--- src/rtl/bsteer_pkg.sv ---
package bsteer_pkg;

    typedef enum logic [2:0] {
        ST_IDLE,
        ST_PRE_STALL,
        ST_PRE_DRAIN,
        ST_PRE_MOVE,
        ST_REMAP,
        ST_POST_STALL,
        ST_POST_DRAIN,
        ST_POST_MOVE
    } steer_state_e;

endpackage

--- src/rtl/bsteer_route.sv ---
// Combinational steering of one request onto a bank.
module bsteer_route #(
    parameter int NB = 4,
    localparam int BW = $clog2(NB)
) (
    input  logic          in_valid,
    input  logic [BW-1:0] home,
    input  logic          remap_on,
    input  logic          hold_tst,
    input  logic          hold_hlp,
    input  logic [BW-1:0] tst,
    input  logic [BW-1:0] hlp,
    input  logic [NB-1:0] bank_ready,
    output logic          in_ready,
    output logic [NB-1:0] bank_valid,
    output logic          bank_mark
);

    logic          is_tst;
    logic          is_hlp;
    logic          held;
    logic [BW-1:0] dest;

    always_comb begin
        is_tst    = (home == tst);
        is_hlp    = (home == hlp);
        held      = (hold_tst && is_tst) || (hold_hlp && is_hlp);
        dest      = (remap_on && is_tst) ? hlp : home;
        bank_mark = remap_on && is_tst;
        in_ready  = !held && bank_ready[dest];
    end

    for (genvar b = 0; b < NB; b++) begin : g_vld
        assign bank_valid[b] = in_valid && !held && (dest == BW'(b));
    end

endmodule

--- src/rtl/bsteer_outstanding.sv ---
// Per-bank outstanding request counters.
module bsteer_outstanding #(
    parameter int NB = 4,
    parameter int CW = 4
) (
    input  logic                   clk,
    input  logic                   rst_n,
    input  logic [NB-1:0]          issue,
    input  logic [NB-1:0]          cpl,
    output logic [NB-1:0][CW-1:0]  cnt
);

    for (genvar b = 0; b < NB; b++) begin : g_cnt
        logic [CW-1:0] cnt_q;
        always_ff @(posedge clk) begin
            if (!rst_n) begin
                cnt_q <= '0;
            end else begin
                unique case ({issue[b], cpl[b]})
                    2'b10:   cnt_q <= cnt_q + 1'b1;
                    2'b01:   cnt_q <= cnt_q - 1'b1;
                    default: cnt_q <= cnt_q;
                endcase
            end
        end
        assign cnt[b] = cnt_q;
    end

endmodule

--- src/rtl/bsteer_seq.sv ---
// Changeover sequencer: hold, drain, move, remap and the reverse.
module bsteer_seq
    import bsteer_pkg::*;
#(
    parameter int NB = 4,
    parameter int CW = 4,
    localparam int BW = $clog2(NB)
) (
    input  logic                   clk,
    input  logic                   rst_n,
    input  logic                   start,
    input  logic [BW-1:0]          tst_in,
    input  logic [BW-1:0]          hlp_in,
    input  logic                   finish,
    input  logic                   move_done,
    input  logic [NB-1:0][CW-1:0]  cnt,
    output logic [BW-1:0]          tst_q,
    output logic [BW-1:0]          hlp_q,
    output logic                   remap_on,
    output logic                   hold_tst,
    output logic                   hold_hlp,
    output logic                   move_req,
    output logic [BW-1:0]          move_src,
    output logic [BW-1:0]          move_dst,
    output logic                   move_marked,
    output logic                   test_grant
);

    steer_state_e state_q;
    steer_state_e state_d;
    logic         tst_idle;
    logic         hlp_idle;

    assign tst_idle = (cnt[tst_q] == '0);
    assign hlp_idle = (cnt[hlp_q] == '0);

    always_comb begin
        state_d = state_q;
        unique case (state_q)
            ST_IDLE:       if (start && (tst_in != hlp_in)) state_d = ST_PRE_STALL;
            ST_PRE_STALL:  state_d = ST_PRE_DRAIN;
            ST_PRE_DRAIN:  if (tst_idle) state_d = ST_PRE_MOVE;
            ST_PRE_MOVE:   if (move_done) state_d = ST_REMAP;
            ST_REMAP:      if (finish) state_d = ST_POST_STALL;
            ST_POST_STALL: state_d = ST_POST_DRAIN;
            ST_POST_DRAIN: if (hlp_idle) state_d = ST_POST_MOVE;
            ST_POST_MOVE:  if (move_done) state_d = ST_IDLE;
            default:       state_d = ST_IDLE;
        endcase
    end

    always_ff @(posedge clk) begin
        if (!rst_n) begin
            state_q <= ST_IDLE;
            tst_q   <= '0;
            hlp_q   <= '0;
        end else begin
            state_q <= state_d;
            if (state_q == ST_IDLE && start && (tst_in != hlp_in)) begin
                tst_q <= tst_in;
                hlp_q <= hlp_in;
            end
        end
    end

    always_comb begin
        remap_on    = 1'b0;
        hold_tst    = 1'b0;
        hold_hlp    = 1'b0;
        move_req    = 1'b0;
        move_src    = tst_q;
        move_dst    = hlp_q;
        move_marked = 1'b0;
        test_grant  = 1'b0;
        unique case (state_q)
            ST_IDLE: begin
            end
            ST_PRE_STALL, ST_PRE_DRAIN: begin
                hold_tst = 1'b1;
            end
            ST_PRE_MOVE: begin
                hold_tst = 1'b1;
                move_req = 1'b1;
            end
            ST_REMAP: begin
                remap_on   = 1'b1;
                test_grant = 1'b1;
            end
            ST_POST_STALL, ST_POST_DRAIN: begin
                remap_on = 1'b1;
                hold_tst = 1'b1;
                hold_hlp = 1'b1;
            end
            ST_POST_MOVE: begin
                remap_on    = 1'b1;
                hold_tst    = 1'b1;
                hold_hlp    = 1'b1;
                move_req    = 1'b1;
                move_src    = hlp_q;
                move_dst    = tst_q;
                move_marked = 1'b1;
            end
            default: begin
            end
        endcase
    end

endmodule

--- src/rtl/bank_steer.sv ---
module bank_steer #(
    parameter int NB = 4,
    parameter int AW = 12,
    parameter int DW = 16,
    parameter int CW = 4,
    localparam int BW = $clog2(NB)
) (
    input  logic          clk,
    input  logic          rst_n,
    input  logic          test_start,
    input  logic [BW-1:0] test_bank,
    input  logic [BW-1:0] helper_bank,
    input  logic          test_finish,
    output logic          test_grant,
    input  logic          in_valid,
    input  logic [AW-1:0] in_addr,
    input  logic [DW-1:0] in_data,
    output logic          in_ready,
    output logic [NB-1:0] bank_valid,
    input  logic [NB-1:0] bank_ready,
    output logic [AW-1:0] bank_addr,
    output logic [DW-1:0] bank_data,
    output logic          bank_mark,
    input  logic [NB-1:0] bank_cpl,
    output logic          move_req,
    output logic [BW-1:0] move_src,
    output logic [BW-1:0] move_dst,
    output logic          move_marked,
    input  logic          move_done
);

    logic [NB-1:0][CW-1:0] cnt_q;
    logic [BW-1:0]         tst_q;
    logic [BW-1:0]         hlp_q;
    logic                  remap_on;
    logic                  hold_tst;
    logic                  hold_hlp;

    assign bank_addr = in_addr;
    assign bank_data = in_data;

    bsteer_seq #(.NB(NB), .CW(CW)) u_seq (
        .clk         (clk),
        .rst_n       (rst_n),
        .start       (test_start),
        .tst_in      (test_bank),
        .hlp_in      (helper_bank),
        .finish      (test_finish),
        .move_done   (move_done),
        .cnt         (cnt_q),
        .tst_q       (tst_q),
        .hlp_q       (hlp_q),
        .remap_on    (remap_on),
        .hold_tst    (hold_tst),
        .hold_hlp    (hold_hlp),
        .move_req    (move_req),
        .move_src    (move_src),
        .move_dst    (move_dst),
        .move_marked (move_marked),
        .test_grant  (test_grant)
    );

    bsteer_route #(.NB(NB)) u_route (
        .in_valid   (in_valid),
        .home       (in_addr[BW-1:0]),
        .remap_on   (remap_on),
        .hold_tst   (hold_tst),
        .hold_hlp   (hold_hlp),
        .tst        (tst_q),
        .hlp        (hlp_q),
        .bank_ready (bank_ready),
        .in_ready   (in_ready),
        .bank_valid (bank_valid),
        .bank_mark  (bank_mark)
    );

    bsteer_outstanding #(.NB(NB), .CW(CW)) u_outs (
        .clk   (clk),
        .rst_n (rst_n),
        .issue (bank_valid & bank_ready),
        .cpl   (bank_cpl),
        .cnt   (cnt_q)
    );

endmodule

--- config.mk ---
export PLATFORM = sky130hd
export DESIGN_NAME = bank_steer
export DESIGN_NICKNAME = d
export VERILOG_FILES = /design/src/rtl/bsteer_pkg.sv /design/src/rtl/bsteer_route.sv /design/src/rtl/bsteer_outstanding.sv /design/src/rtl/bsteer_seq.sv /design/src/rtl/bank_steer.sv
export SDC_FILE = /design/constraint.sdc
export NUM_CORES = 1
export LEC_CHECK = 0
export BUFFER_PORTS_ARGS = -buffer_cell sky130_fd_sc_hd__buf_2
export CORE_MARGIN = 2
export CORE_UTILIZATION = 25
export CTS_CLUSTER_DIAMETER = 150
export DETAILED_ROUTE_END_ITERATION = 7
export PLACE_DENSITY = 0.51
export SLEW_MARGIN = 0
export SYNTH_ARGS = -nofsm -noshare
export SYNTH_HDL_FRONTEND = slang
export SYNTH_SLANG_ARGS = --single-unit
--- constraint.sdc ---
create_clock -name clk -period 3 [get_ports clk]
set_input_delay 0.3 -clock clk [delete_from_list [all_inputs] [get_ports clk]]
set_output_delay 0.3 -clock clk [all_outputs]
set_load 0.03 [all_outputs]
# After elaboration in Yosys (flattened, before gate mapping)
# Cells that the tools add are included.
dict set report word_totals {
  ff_bits 23
  in_bits 46
  output_inout_bits 41
  wordCells 99
}
dict set report op_classes {
  n_addsub 8
  order_cmp 3
  n_eq_ne 27
  n_mux 26
  bitwise_logic 1
  reduce_logical 27
}
# op n
set op_table {}
lappend op_table {{4-bit case mux with 2 select lines} 4}
lappend op_table {{3-bit case mux with 8 select lines} 1}
lappend op_table {{3-bit 2-to-1 mux} 6}
lappend op_table {{4-bit by 1-bit adder with 4-bit output, second input constant} 4}
lappend op_table {{4-bit binary-select mux with 2-bit select} 2}
lappend op_table {{4-bit by 1-bit subtractor with 4-bit output, second input constant} 4}
lappend op_table {{2-bit == test, second input constant} 6}
lappend op_table {{3-bit == test, second input constant} 4}
lappend op_table {{1-bit logical AND} 12}
lappend op_table {{2-bit by 1-bit == test with 1-bit output, second input constant} 5}
lappend op_table {{2-bit by 3-bit less-than comparator with 1-bit output, second input constant} 3}
lappend op_table {{4-bit zero test} 2}
lappend op_table {{4-bit 2-to-1 mux} 2}
lappend op_table {{2-bit nonzero test} 4}
lappend op_table {{1-bit 2-to-1 mux} 7}
lappend op_table {{3-bit by 2-bit == test with 1-bit output, second input constant} 2}
lappend op_table {{2-bit 2-to-1 mux} 3}
lappend op_table {{2-bit by 1-bit != test with 1-bit output, second input constant} 3}
lappend op_table {{2-bit != test, second input constant} 3}
lappend op_table {{6-bit AND reduction} 1}
lappend op_table {{6-bit OR reduction} 1}
lappend op_table {{4-bit AND} 1}
lappend op_table {{2-bit == test} 2}
lappend op_table {{4-bit OR reduction} 1}
lappend op_table {{9 further kinds} 9}

# Longest topological paths before layout
# Gate-level depths: netlist (run 1).
dict set report logic_depth {
  depth_word 11
  mapped_depth 13
  depth_no_buf 12
}

# Hierarchy
# Synthesis (run 1) repeated with hierarchy kept, for this count alone.
dict set report unflattened {
  hier_cells 254
  area_unflattened_um2 2099.5
}
# mod instances cells_per_inst area_per_inst_um2 seq_area_each_um2
set modules_own_cells {}
lappend modules_own_cells {bsteer_outstanding 1 117 1059.8 320.3}
lappend modules_own_cells {bsteer_seq 1 58 516.7 140.1}
lappend modules_own_cells {bsteer_route 1 47 287.8 0.0}
lappend modules_own_cells {bank_steer 1 32 235.2 0.0}

# Least setup slack after synthesis (run 1)
# Ideal clock, no wire load.
dict set report synth_timing {
  path_kind {register to register}
  start {register u_seq.state_q[1]}
  end {register u_outs.g_cnt[2].cnt_q[3]}
  setup_time_ns 0.076
  arrival_ns 2.587
  required_ns 2.924
  path_slack_ns 0.338
  stages_incl_launch_ff 13
  n_path_buf 1
  period_less_slack_ns 2.662
  cell_sequence {dfxtp_1 -> clkbuf_1 -> or2_2 -> a31oi_1 -> and3b_1 -> nand3_1 -> ha_1 -> ha_1 -> a21o_1 -> a21oi_1 -> xnor2_1 -> or3_1 -> a21boi_0}
}
dict set report synth_via {
  elab_chain_cells 11
  elab_cells_between_ends 27
  cone_classes {eq/ne (10); mux (5); bitwise (1); reduce/logical (11)}
}
# item line_no
set synth_rtl {}
lappend synth_rtl {{start: declaration} bsteer_seq.sv:29} ;# steer_state_e state_q;
lappend synth_rtl {{start signal: assignment} bsteer_seq.sv:58} ;# state_q <= state_d;
lappend synth_rtl {{parallel branches: the longest is 7 deep, another holds 4-bit OR reduction} --}
lappend synth_rtl {{1-bit logical AND (*)} bsteer_route.sv:34} ;# assign bank_valid[b] = in_valid && !held && (dest == BW'(b));
lappend synth_rtl {{4-bit AND (*)} bank_steer.sv:80} ;# .issue (bank_valid & bank_ready),
lappend synth_rtl {{2-bit by 1-bit == test with 1-bit output or 2-bit == test (tied branches)} bsteer_outstanding.sv:19} ;# unique case ({issue[b], cpl[b]})
lappend synth_rtl {{4-bit case mux with 2 select lines or 2-bit nonzero test (tied branches)} --}
lappend synth_rtl {{end signal: assignment} bsteer_outstanding.sv:20} ;# 2'b10: cnt_q <= cnt_q + 1'b1;
lappend synth_rtl {{end signal: assignment} bsteer_outstanding.sv:21} ;# 2'b01: cnt_q <= cnt_q - 1'b1;
lappend synth_rtl {{end signal: assignment} bsteer_outstanding.sv:22} ;# default: cnt_q <= cnt_q;
lappend synth_rtl {{end: declaration} bsteer_outstanding.sv:14} ;# logic [CW-1:0] cnt_q;
# Every way passes the cells marked *.
# A chain may end at the register's enable or synchronous reset.

# Final worst setup path (run 1)
dict set report layout_timing {
  start {register u_seq.tst_q[0]}
  end {register u_outs.g_cnt[3].cnt_q[3]}
}
dict set report layout_via {
  elab_chain_cells 9
  elab_cells_between_ends 14
  cone_classes {eq/ne (4); mux (2); bitwise (1); reduce/logical (7)}
}
# item line_no
set layout_rtl {}
lappend layout_rtl {{start: declaration} bsteer_seq.sv:17} ;# output logic [BW-1:0] tst_q,
lappend layout_rtl {{start signal: assignment} bsteer_seq.sv:60} ;# tst_q <= tst_in;
lappend layout_rtl {{2-bit == test (*)} bsteer_route.sv:25} ;# is_tst = (home == tst);
lappend layout_rtl {{parallel branches: the longest is 4 deep, another holds 2-bit 2-to-1 mux} --}
lappend layout_rtl {{1-bit logical AND (*)} bsteer_route.sv:34}
lappend layout_rtl {{4-bit AND (*)} bank_steer.sv:80}
lappend layout_rtl {{2-bit by 1-bit == test with 1-bit output or 2-bit == test (tied branches)} bsteer_outstanding.sv:19}
lappend layout_rtl {{4-bit case mux with 2 select lines or 2-bit nonzero test (tied branches)} --}
lappend layout_rtl {{end signal: assignment} bsteer_outstanding.sv:20}
lappend layout_rtl {{end signal: assignment} bsteer_outstanding.sv:21}
lappend layout_rtl {{end signal: assignment} bsteer_outstanding.sv:22}
lappend layout_rtl {{end: declaration} bsteer_outstanding.sv:14}
# Marks and branches as above.

==> run metrics, run 1 <==
Diodes inserted=0; Fin Clk Skew=0.004203 ns; vias in the first global route=1593; Commonest cells post-synth=buf_4 (29), dfxtp_1 (23), o21ai_0 (20); Critical Path Start=u_seq.tst_q[0]; most frequent cell after synthesis=buf_4; Max Buffers Root-to-Sink=2; worst vdd ir=0.1352 mV; num rows=33; Hold WC Path Type=in2reg; sequential share of the synthesized area=0.2210; layout cell share with drive strength beyond 1=0.2625; antenna violations before repair=0; # setup viols final=0; clock root buffer=clkbuf_8; Layout Utilization=0.2815; Synth Cell Area=0.002083 sq mm; grt ovf=0; dominant cell type by area after synthesis=dfxtp_1; final wirelength=4675 microns; post_cts resized=0; Max Cap Violations=0; Placer Congestion=0.7602; input/output buffers=34; Starting Density=0.2561; Antenna Nets Post-Route=0; PwrDens=436.5 mW/mm^2; ys async rst share=0; die height=95.29 microns; PnR worst setup slack=0.2104 ns; gr usage total=0.1055; Multi-input gate area=0.001349 sq mm; Worst Path Required=3.20 ns; Startpoint Class=register; detailed placer's ending HPWL=3656 microns; Slew Limit Fails=0; Filler cells=884; Nets=322; CTS sink count=23; Inserted Clock Buffers=3; clk_lat worst skew=0.27 ns; pre-CTS WS=0.1174 ns; htree depth=1; Post-Syn Nets=311; Final TNS setup=0 ns; share of the synthesized area in the top cell type=0.2210; Mapped Cells=249; pin count of the biggest net entering global routing=25; Final Critical Period=2.790 ns; status=finished, final reports clean; YS warnings=0; Reg clk slew, reported paths=0.08 ns; Vias=1647; P_leak=1.010 nW; # DRC=0; Synth area leaders=dfxtp_1 (22%), buf_4 (10%), ha_1 (7.2%); Worst slew margin=0.6734; die area=0.009079 sq mm; Hold Path Origin=helper_bank[1]; Wirelength per Cell=12.84 microns; area grow syn2layout=9.910%; endpoints failing hold=0; critical path data arrival time=2.99 ns; top_reg_cell synth=dfxtp_1; Post-CTS Hold Fix Bufs=0; crit share post-route=0.9299; Yosys cell types=42; Crit Path Max Fanout=5; critical path class=reg2reg; initial detailed-routing violation count=45; synthesized flop and latch total=23; Die X-Extent=95.29 microns; post-CTS setup buffers=0; slowest CP cell=dfxtp_1; crit-path max cell delay=0.34 ns; CP most frequent cell=ha_1; worst-margin pin slew=0.4854 ns; TritonCTS clock tree=built; register area=462.9 sq um; Pre-antenna DRT Iters=4; first-pass GRT wire length=7555 microns; Syn Area/Cell=8.366 sq um; RSZ-0062 raised after global routing=no; CP Capture Type=register; core footprint=0.008134 sq mm; number of flops mapped to enable cells by yosys=0; crit path cell chain=xnor2_2 > nand3b_1 > a2bb2oi_4 > nand3_1 > ha_1 > ha_1 > a21o_1 > a21oi_1 > xnor2_1 > or3_1 > a21boi_0; num ports=87; Max Fclk=0.3585 GHz; Reg2Reg Launch Point=u_seq.tst_q[0]; DR vias/cell=4.525
-- worst paths after layout --
check                                   to  slack, ns  depth (start not counted)
hold / removal              u_seq.hlp_q[1]       0.34                          3
setup / recovery  u_outs.g_cnt[3].cnt_q[3]       0.21                         11
hold reg to reg   u_outs.g_cnt[0].cnt_q[3]       0.50                          2
setup reg to reg  u_outs.g_cnt[3].cnt_q[3]       0.21                         11
-- cells by family after synthesis --
kind of cell    Yosys count  share of synthesized area
simple gates             80                     0.2138
flops                    23                     0.2210
mux                      10                    0.05165
fa+ha+maj                16                     0.1105
compound gates           46                     0.1598
buf+inv                  54                     0.1520
xor+xnor                 20                    0.09129
-- layout make-up --
class / instances / share of cell area
inverters: 17 / 0.02787
well taps: 105 / 0.05738
multi-input cells: 172 / 0.5891
flip-flops and latches: 23 / 0.2022
clock buffers: 4 / 0.01967
repair buffers: 43 / 0.1038
-- sequential cells by signal, indices dropped and copies added (netlist names) --
signal	count
u_seq.tst_q	2
u_outs.g_cnt.cnt_q	16
u_seq.hlp_q	2
u_seq.state_q	3
-- layer usage --
layer,global-route usage,wire length [microns],up-vias
met1,0.1431,2271,781
met5,0,0,-
met3,0.02292,193,5
li1,-,-,837
met4,0.02295,27,0
met2,0.1714,2182,24
-- per-stage QoR --
step	hold slack (ns)	cell area (sq um)	power, mW	cells
floorplan	0.4538	2083	0.7560	249
global placement	0.4803	2200	0.7920	360
detailed placement	0.4869	2200	0.7964	360
CTS	0.3440	2245	1.002	364
global route	0.3654	2290	1.084	364
finish	0.3384	2290	0.9994	364
-- worst max-delay path, delay by kind of cell, from the launching register on --
| kind | cells | cell delay (ns) |
|---|---|---|
| AOI/OAI and AO/OA | 4 | 0.76 |
| and+or+nand+nor | 3 | 0.67 |
| adders and majority gates | 2 | 0.51 |
| xor gates and xnor gates | 2 | 0.43 |
| DFF | 1 | 0.34 |
-- cells in the final DEF, fill, tap and decap left out, types with 2 or more instances in the layout --
cell type,synthesis,routed
xor2_1,7,7
a21oi_1,7,6
nand2_1,19,19
o21ai_0,20,20
dfxtp_1,23,21
clkbuf_8,0,3
nand3b_1,2,2
a21boi_0,4,4
a31oi_4,1,2
nor4_1,4,3
nand3_1,9,9
and3_1,4,4
or3_1,4,4
o211ai_1,2,2
nor2_1,7,7
nand4b_1,2,2
nor2b_1,5,5
xnor2_1,11,11
buf_2,4,34
a21o_1,4,4
inv_1,16,16
dfxtp_2,0,2
and3b_1,3,3
fa_1,4,4
mux2i_1,4,4
ha_1,12,12
nand4_1,2,2
and2_1,14,14
mux2_2,6,6
buf_4,29,9
-- power by group --
group | total (mW) | internal, mW | switching [mW]
Clock | 0.198 | 0.0950 | 0.103
Combinational | 0.410 | 0.193 | 0.217
Sequential | 0.392 | 0.348 | 0.0439
Total | 0.999 | 0.636 | 0.364
Power figures use the tool's default switching activity.
==> run 2, diff against run 1 <==
Settings changed: REMOVE_ABC_BUFFERS set to 1.
==> run metrics, run 2 (same netlist as run 1, synthesis figures left out) <==
status=finished, final reports clean; die area=0.009079 sq mm (unchanged); worst-margin pin slew=0.4931 ns (+0.007668 ns); clk_lat worst skew=0.27 ns (about the same); Hold Path Origin=helper_bank[1]; Internal=629.6 uW (-0.95%); input/output buffers=34 (unchanged); Final TNS setup=0 ns (unchanged); most frequent cells in the layout=buf_2 (34), o21ai_0 (20), dfxtp_1 (20); DR vias/cell=4.623 (+2.2%); TritonCTS clock tree=built; hold path depth=3 (unchanged); endpoints failing hold=0 (unchanged); Hold WC Path Type=in2reg; P_sw=360.3 uW (-0.96%); slowest CP cell=dfxtp_2; CP top delay family=compound AO/OA/AOI/OAI gates; Crit Path Max Fanout=7 (+2); commonest non-fill, non-tap cell in the layout=buf_2; Finished Layout Cells=361 (-0.82%); Startpoint Class=register; met2 GRT Util=0.1520 (-0.01937); htree depth=1 (unchanged); crit-path max cell delay=0.37 ns (+0.03 ns); pin count of the biggest net entering global routing=25 (unchanged); antenna violations before repair=0 (unchanged); CTS sink count=23 (unchanged); crit path cell chain=xnor2_4 > a31oi_1 > a21oi_2 > and3_1 > nand3_1 > ha_1 > ha_1 > a21o_1 > a21oi_1 > xnor2_1 > or3_1 > a21boi_0; crit share post-route=0.9264 (-0.003501); Layout Utilization=0.2763 (-0.005230); pre-CTS WS=0.006736 ns (-0.1107 ns); CP Buf/Inv Count=0 (unchanged); layout cell share with drive strength beyond 1=0.2500 (-0.01255); Die X-Extent=95.29 microns (unchanged); switch share=0.3640 (about the same); reg2reg end=u_outs.g_cnt[1].cnt_q[3]; # DRC=0 (unchanged); Placer Congestion=0.7931 (+4.3%); WHS Endpoint=u_seq.hlp_q[1]; Nets=319 (-0.93%); CP Capture Type=register; Reg power frac=0.395 (+0.003); Inserted Clock Buffers=3 (unchanged); Tot Pwr=989.8 uW (-0.96%); Largest regs=u_outs.g_cnt.cnt_q: 16 flops, u_seq.state_q: 3 flops; met1 usage=0.1661 (+0.02297); P_leak=0.9937 nW (-1.7%); gr usage total=0.1149 (+0.009399); Inst Count DP=357 (-0.83%); first-pass GRT wire length=7948 microns (+5.2%); worst vdd ir=0.1802 mV (+33%); R2R depth=12 (+1); Vias=1669 (+1.3%); number of flip-flops in the largest register=16 (unchanged); detailed placer's ending HPWL=4135 microns (+13%); Max Buffers Root-to-Sink=2 (unchanged); PnR worst setup slack=0.2209 ns (+0.01050 ns); critical path data arrival time=2.98 ns (about the same); Max Cap Violations=0 (unchanged); PwrDens=440.5 mW/mm^2 (+0.92%); Diodes inserted=0 (unchanged); num rows=33 (unchanged); RSZ-0062 raised after global routing=no; area grow syn2layout=7.868%; Wirelength per Cell=14.58 microns (+14%); Pre-antenna DRT Iters=4 (unchanged); Max Fclk=0.3598 GHz (+0.38%); num ports=87 (unchanged); critical path class=reg2reg; Antenna Nets Post-Route=0 (unchanged); initial detailed-routing violation count=31 (-31%); Reg clk slew, reported paths=0.09 ns (about the same); core footprint=0.008134 sq mm (unchanged); final wirelength=5265 microns (+13%); reg2reg setup slack=0.22 ns (about the same); met3 GRT Util=0.06087 (+0.03794); Fin Clk Skew=0.002151 ns (-0.002052 ns); die height=95.29 microns (unchanged); Slew Limit Fails=0 (unchanged); Starting Density=0.2561 (unchanged); Clk pwr share=0.203 (+0.005); # setup viols final=0 (unchanged); GRT busiest layer=met1; Worst slew margin=0.6682 (-0.005160); grt ovf=0 (unchanged); Final Critical Period=2.779 ns (-0.01050 ns); CP most frequent cell=ha_1; vias in the first global route=1528 (-4.1%); Worst Path Required=3.20 ns (about the same); Comb pwr share=0.402 (-0.008); clock root buffer=clkbuf_8; Top reg by flops=u_outs.g_cnt.cnt_q; Reg2Reg Launch Point=u_seq.tst_q[1]
## run 2: cell count changes in the layout (fill, tap and decap cells not counted), sizes merged
cell / previous run / this run
buf: 43 / 40
## run 2: how the worst max path moves through the flow
stage | startpoint | endpoint | slack, ns | depth (start not counted)
final | u_seq.tst_q[1] | u_outs.g_cnt[1].cnt_q[3] | 0.22 | 12
after detailed placement | in_addr[1] | u_outs.g_cnt[3].cnt_q[3] | 0.007 | 13
after global placement | in_addr[1] | u_outs.g_cnt[3].cnt_q[3] | 0.05 | 13
after floorplan | u_seq.tst_q[1] | u_outs.g_cnt[3].cnt_q[3] | 0.33 | 12
after global routing | u_seq.tst_q[1] | u_outs.g_cnt[3].cnt_q[3] | 0.02 | 12
after CTS | u_seq.tst_q[1] | u_outs.g_cnt[1].cnt_q[3] | 0.07 | 12
## run 2: final cells by class
type,instances,area (sq um)
multi-input cells,172,1328
flip-flops and latches,23,464.2
clock buffers,4,45.04
well taps,105,131.4
inverters,17,63.81
repair buffers,40,215.2
fillers,878,5887
## run 2: power groups by stage
stage	combinational (mW)	sequential [mW]	clock, mW
after global placement	0.389	0.396	0
after global routing	0.448	0.398	0.220
after floorplan	0.283	0.394	0
final	0.398	0.391	0.201
after detailed placement	0.393	0.396	0
after CTS	0.396	0.390	0.206
## run 2: layer usage
layer  routed length, microns  vias up
li1                         -      835
met1                     2597      763
met2                     2107       64
met3                      532        7
met4                       27        0
met5                        0        -
## run 2: stage by stage
step / hold WS (ns) / cell area [sq um]
finish: 0.3418 / 2247
global placement: 0.4805 / 2177
global route: 0.3547 / 2247
detailed placement: 0.4876 / 2177
floorplan: 0.4217 / 1831
CTS: 0.3470 / 2222
## run 2: worst register-to-register path: stages (launching register included)
cell and delay, ns:
dfxtp_2 0.37, xnor2_4 0.28, a31oi_1 0.14, a21oi_2 0.18, and3_1 0.21, nand3_1 0.12
ha_1 0.24, ha_1 0.28, a21o_1 0.17, a21oi_1 0.17, xnor2_1 0.09, or3_1 0.30
a21boi_0 0.16
## run 2: timing repair
item | CTS | global route
resized for setup | 0 | 6
endpoints found under the setup margin | 0 | 3
setup buffers | 0 | 0
hold buffers | 0 | 0
